## src/rtl/mode_addr_pkg.sv

```systemverilog
package mode_addr_pkg;
  typedef struct packed {
    logic dataLong;
    logic baseLoad;
    logic regWrite;
  } modeStrobes_t;
endpackage

```

## src/rtl/mode_addr_ctrl.sv

```systemverilog
module mode_addr_ctrl
  import mode_addr_pkg::*;
#(
  parameter int NREG = 8,
  localparam int IDX_W = $clog2(NREG)
) (
  input  logic             clk,
  input  logic             rstN,
  input  logic             dataLong,
  input  logic             baseWe,
  input  logic             regWe,
  input  logic [IDX_W-1:0] regIdx,
  output modeStrobes_t     strobes,
  output logic [NREG-1:0]  upperUndef
);

  always_comb begin
    strobes.dataLong = dataLong;
    strobes.baseLoad = baseWe;
    strobes.regWrite = regWe;
  end

  // One flag per register: a short write marks the upper byte undefined.
  for (genvar g = 0; g < NREG; g++) begin : g_flag
    always_ff @(posedge clk) begin
      if (!rstN) upperUndef[g] <= 1'b0;
      else if (regWe && (regIdx == IDX_W'(g))) upperUndef[g] <= !dataLong;
    end
  end

  p_flag_set_r8: assert property (@(posedge clk) disable iff (!rstN)
    (regWe && !dataLong) |=> upperUndef[$past(regIdx)]);
  p_flag_clr_r8: assert property (@(posedge clk) disable iff (!rstN)
    (regWe && dataLong) |=> !upperUndef[$past(regIdx)]);
  p_flag_hold_r8: assert property (@(posedge clk) disable iff (!rstN)
    !regWe |=> $stable(upperUndef));

endmodule

```

## src/rtl/mode_addr_dp.sv

```systemverilog
module mode_addr_dp
  import mode_addr_pkg::*;
#(
  parameter int ADDR_W  = 24,
  parameter int SHORT_W = 16,
  localparam int PAGE_W = ADDR_W - SHORT_W,
  localparam int CNT_W  = $clog2(ADDR_W / 8 + 1)
) (
  input  logic              clk,
  input  logic              rstN,
  input  modeStrobes_t      strobes,
  input  logic [PAGE_W-1:0] baseIn,
  input  logic [ADDR_W-1:0] wrValue,
  input  logic [ADDR_W-1:0] addrIn,
  input  logic [ADDR_W-1:0] storeIn,
  output logic [ADDR_W-1:0] regWrValue,
  output logic [ADDR_W-1:0] memAddr,
  output logic [ADDR_W-1:0] storeOut,
  output logic [CNT_W-1:0]  storeBytes,
  output logic [PAGE_W-1:0] basePage
);

  localparam logic [CNT_W-1:0] LongBytes  = CNT_W'(ADDR_W / 8);
  localparam logic [CNT_W-1:0] ShortBytes = CNT_W'(SHORT_W / 8);

  always_ff @(posedge clk) begin
    if (!rstN) basePage <= '0;
    else if (strobes.baseLoad) basePage <= baseIn;
  end

  always_comb begin
    if (strobes.dataLong) begin
      memAddr    = addrIn;
      regWrValue = wrValue;
      storeOut   = storeIn;
      storeBytes = LongBytes;
    end else begin
      memAddr    = {basePage, addrIn[SHORT_W-1:0]};
      regWrValue = {{PAGE_W{1'b0}}, wrValue[SHORT_W-1:0]};
      storeOut   = {{PAGE_W{1'b0}}, storeIn[SHORT_W-1:0]};
      storeBytes = ShortBytes;
    end
  end

  p_base_hold_r7: assert property (@(posedge clk) disable iff (!rstN)
    !strobes.baseLoad |=> $stable(basePage));
  p_base_load_r7: assert property (@(posedge clk) disable iff (!rstN)
    strobes.baseLoad |=> basePage == $past(baseIn));

  always_comb begin
    if (rstN) begin
      p_short_upper_r4: assert (strobes.dataLong || regWrValue[ADDR_W-1:SHORT_W] == '0);
      p_width_r6: assert (storeBytes == (strobes.dataLong ? LongBytes : ShortBytes));
    end
  end

endmodule

```

## src/rtl/mode_addr_former.sv

```systemverilog
module mode_addr_former
  import mode_addr_pkg::*;
(
  input  logic        clk,
  input  logic        rstN,
  input  logic        dataLong,
  input  logic        baseWe,
  input  logic [7:0]  baseIn,
  input  logic        regWe,
  input  logic [2:0]  regIdx,
  input  logic [23:0] wrValue,
  input  logic [23:0] addrIn,
  input  logic [23:0] storeIn,
  output logic [23:0] regWrValue,
  output logic [23:0] memAddr,
  output logic [23:0] storeOut,
  output logic [1:0]  storeBytes,
  output logic [7:0]  basePage,
  output logic [7:0]  upperUndef
);

  modeStrobes_t strobes;

  mode_addr_ctrl #(.NREG(8)) uCtrl (
    .clk(clk), .rstN(rstN), .dataLong(dataLong), .baseWe(baseWe),
    .regWe(regWe), .regIdx(regIdx), .strobes(strobes), .upperUndef(upperUndef)
  );

  mode_addr_dp #(.ADDR_W(24), .SHORT_W(16)) uDp (
    .clk(clk), .rstN(rstN), .strobes(strobes), .baseIn(baseIn),
    .wrValue(wrValue), .addrIn(addrIn), .storeIn(storeIn),
    .regWrValue(regWrValue), .memAddr(memAddr), .storeOut(storeOut),
    .storeBytes(storeBytes), .basePage(basePage)
  );

endmodule

```

## config.mk

```make
export PLATFORM = sky130hd
export DESIGN_NAME = mode_addr_former
export DESIGN_NICKNAME = d
export VERILOG_FILES = /design/src/rtl/mode_addr_pkg.sv /design/src/rtl/mode_addr_ctrl.sv /design/src/rtl/mode_addr_dp.sv /design/src/rtl/mode_addr_former.sv
export SDC_FILE = /design/constraint.sdc
export NUM_CORES = 1
export LEC_CHECK = 0
export ABC_AREA = 1
export ABC_CLOCK_PERIOD_IN_PS = 1100
export BUFFER_PORTS_ARGS = -buffer_cell sky130_fd_sc_hd__buf_4
export CAP_MARGIN = 0
export CORE_AREA = 2 2 69 71
export CTS_BUF_LIST = sky130_fd_sc_hd__clkbuf_4
export CTS_CLUSTER_SIZE = 20
export DETAILED_ROUTE_END_ITERATION = 8
export DIE_AREA = 0 0 71 73
export GPL_TIMING_DRIVEN = 0
export PLACE_DENSITY_LB_ADDON = 0.25
export SKIP_CTS_REPAIR_TIMING = 1
export SLEW_MARGIN = 20
export SYNTH_ARGS = -nofsm -noshare
export SYNTH_HDL_FRONTEND = slang
export SYNTH_SLANG_ARGS = --single-unit
```

## constraint.sdc

```tcl
create_clock -name clk -period 1.1 [get_ports clk]
set_input_delay 0.11 -clock clk [delete_from_list [all_inputs] [get_ports clk]]
set_output_delay 0.11 -clock clk [all_outputs]
set_load 0.03 [all_outputs]
```

==> results.json <==
{
  "hold_viol": 0,
  "routed_wl_mm": 4.41,
  "worstSetupPathType": "flip-flop to primary output",
  "p_leak_nw": 1.41,
  "setup_ws_ns": 0.0300,
  "worstSetupEndpointType": "primary output",
  "cp_cell_sequence": "inv_2 > o21ai_2 > buf_6",
  "cts_buffers": 3,
  "via_per_inst": 4.05,
  "crit_required_ns": 0.99,
  "slowest_stage": "dfxtp_2",
  "pin_count": 178,
  "p_sw_uw": 816,
  "swShare": 0.396,
  "outcome": "complete, no violations",
  "grt_pass1_wl_mm": 6.13,
  "rsz0062_at_grt": "yes",
  "synthTopCellsByArea": "buf_4, dfxtp_1, nand2_1",
  "hp-class": "input port to flip-flop",
  "fin_nets": 414,
  "fin_cells": 379,
  "initial_core_util": 0.271,
  "htreeDepth": 1,
  "fin_skew_ns": 0,
  "num-fill-cells": 452,
  "vias": 1534,
  "synth-seq-area-share": 0.261,
  "drv_cap": 0,
  "synthesis.area_um2": 1230,
  "grt_use_total": 0.150,
  "critical_path_arrival_ns": 0.96,
  "synth.top_cell.area_share": 0.318,
  "synth-seq-cells": 16,
  "clk_latency_ns": 0.28,
  "port_buffers": 127,
  "reg2reg_setup_slack_ns": 0.40,
  "firstDrtPassIters": 4,
  "post-dp-hpwl_mm": 3.83,
  "cts_tree": "yes",
  "grt_pass1_vias": 1208,
  "p_clk_frac": 0.156,
  "peakVddDrop_v": 0.000641,
  "initialDrtViolationCount": 23,
  "n_antenna_cell": 0,
  "fin_hold_ws_ns": 0.0967,
  "yosys_warnings": 0,
  "setup_viol": 0,
  "postRouteAntennaNets": 0,
  "drc_errors": 0,
  "gr-total-overflow": 0,
  "start_kind": "flip-flop",
  "comb_power_share": 0.538,
  "min_period_over_period": 0.973,
  "num_rows": 25,
  "cts.sinks": 16,
  "place_inst": 371,
  "design.core.area_um2": 4540,
  "finalMaxSlewViolations": 0,
  "p_seq_frac": 0.306,
  "drive_gt1_frac": 0.652,
  "cts.clk_slew.worst_paths_ns": 0.10,
  "antenna_found_initial": 0,
  "fin_crit_ns": 1.07,
  "clockRootBuffer": "clkbuf_4",
  "powerDensity_nw_per_um2": 870,
  "intPower_mw": 1.25,
  "fmax_mhz": 935,
  "mostFrequentLayoutCell": "buf_4",
  "cts_buffer_depth": 2,
  "syn_inst": 190,
  "crit_path_max_fanout": 2,
  "synth.net_count": 278,
  "syn_to_final_growth_pct": 93.0,
  "globalplace.congestion": 0.746,
  "synth_cell_types": 11,
  "pre_cts_slack_ns": 0.263,
  "synth_area_leader_cell": "buf_4",
  "wl_per_cell_um": 11.6,
  "max_stage_delay_ns": 0.34,
  "grt_max_degree": 11,
  "fp.dieH_um": 73,
  "final_cell_mix": "buf_4, nand2_1, inv_1, a21oi_1, nor2_1",
  "synth.avg_cell_area_um2": 6.47,
  "dieArea_um2": 5180,
  "die_x_um": 71
}
[worst paths after layout]
path,startpoint,cells after the start,to
hold / removal,rstN,3,uDp.basePage[7]
setup / recovery,uDp.basePage[0],3,memAddr[16]
setup reg to reg,uDp.basePage[2],3,uDp.basePage[2]
hold reg to reg,uDp.basePage[0],2,uDp.basePage[0]
[through the flow]
| stage | util | power, mW | TNS, ns | area, um^2 |
|---|---|---|---|---|
| floorplan | - | 1.31 | 0 | 1260 |
| global placement | 0.503 | 1.72 | 0 | 2280 |
| detailed placement | 0.503 | 1.73 | 0 | 2280 |
| CTS | 0.508 | 2.05 | -0.00451 | 2310 |
| global route | 0.523 | 2.18 | -0.0907 | 2370 |
| finish | 0.523 | 2.06 | 0 | 2370 |
[per-layer routing]
metal / track usage / share of wire
met2: 0.255 / 0.51
met4: 0.0461 / 0.012
met1: 0.171 / 0.35
met3: 0.0635 / 0.12
met5: 0 / 0
[flip-flops by register name, indices dropped and copies added (netlist names)]
name              flops
uCtrl.upperUndef      8
uDp.basePage          8
[synth_stat cells (all sizes together)]
master / instances
a21oi: 15
buf: 56
conb: 1
dfxtp: 16
inv: 30
nand2: 35
nand3: 7
nor2: 14
o21ai: 16
[layout make-up]
cell class,count,area (um^2),share of cell area
Multi-Input combinational cell,88,415,0.175
Sequential cell,16,329,0.139
Timing Repair Buffer,131,1010,0.426
Clock buffer,3,22.5,0.00950
Buffer,56,410,0.173
Inverter,30,113,0.0475
Clock inverter,1,3.75,0.00158
Tap cell,54,67.6,0.0285
[logic make-up (layout without fill, tap and decap cells)]
group,Yosys count,after routing,share of synthesized area
AND/OR/NAND/NOR,56,56,0.184
flip-flops,16,16,0.261
buffers and inverters,86,221,0.426
AO/OA/AOI/OAI,31,31,0.126
other,1,1,0.00305
[power by group through the flow]
stage | combinational [mW] | sequential (mW) | clock [mW]
3_3_place_gp | 1.08 | 0.638 | 0
4_1_cts | 1.09 | 0.626 | 0.339
5_1_grt | 1.17 | 0.636 | 0.367
2_1_floorplan | 0.609 | 0.698 | 0
6_report | 1.11 | 0.632 | 0.321
3_5_place_dp | 1.09 | 0.639 | 0
[worst max-delay path, delay by kind of cell, from the launching register on]
kind,cells,cell delay (ns)
compound gates,1,0.15
buf+inv,2,0.19
flops,1,0.34
No activity file was read; power rests on OpenSTA's default activity.
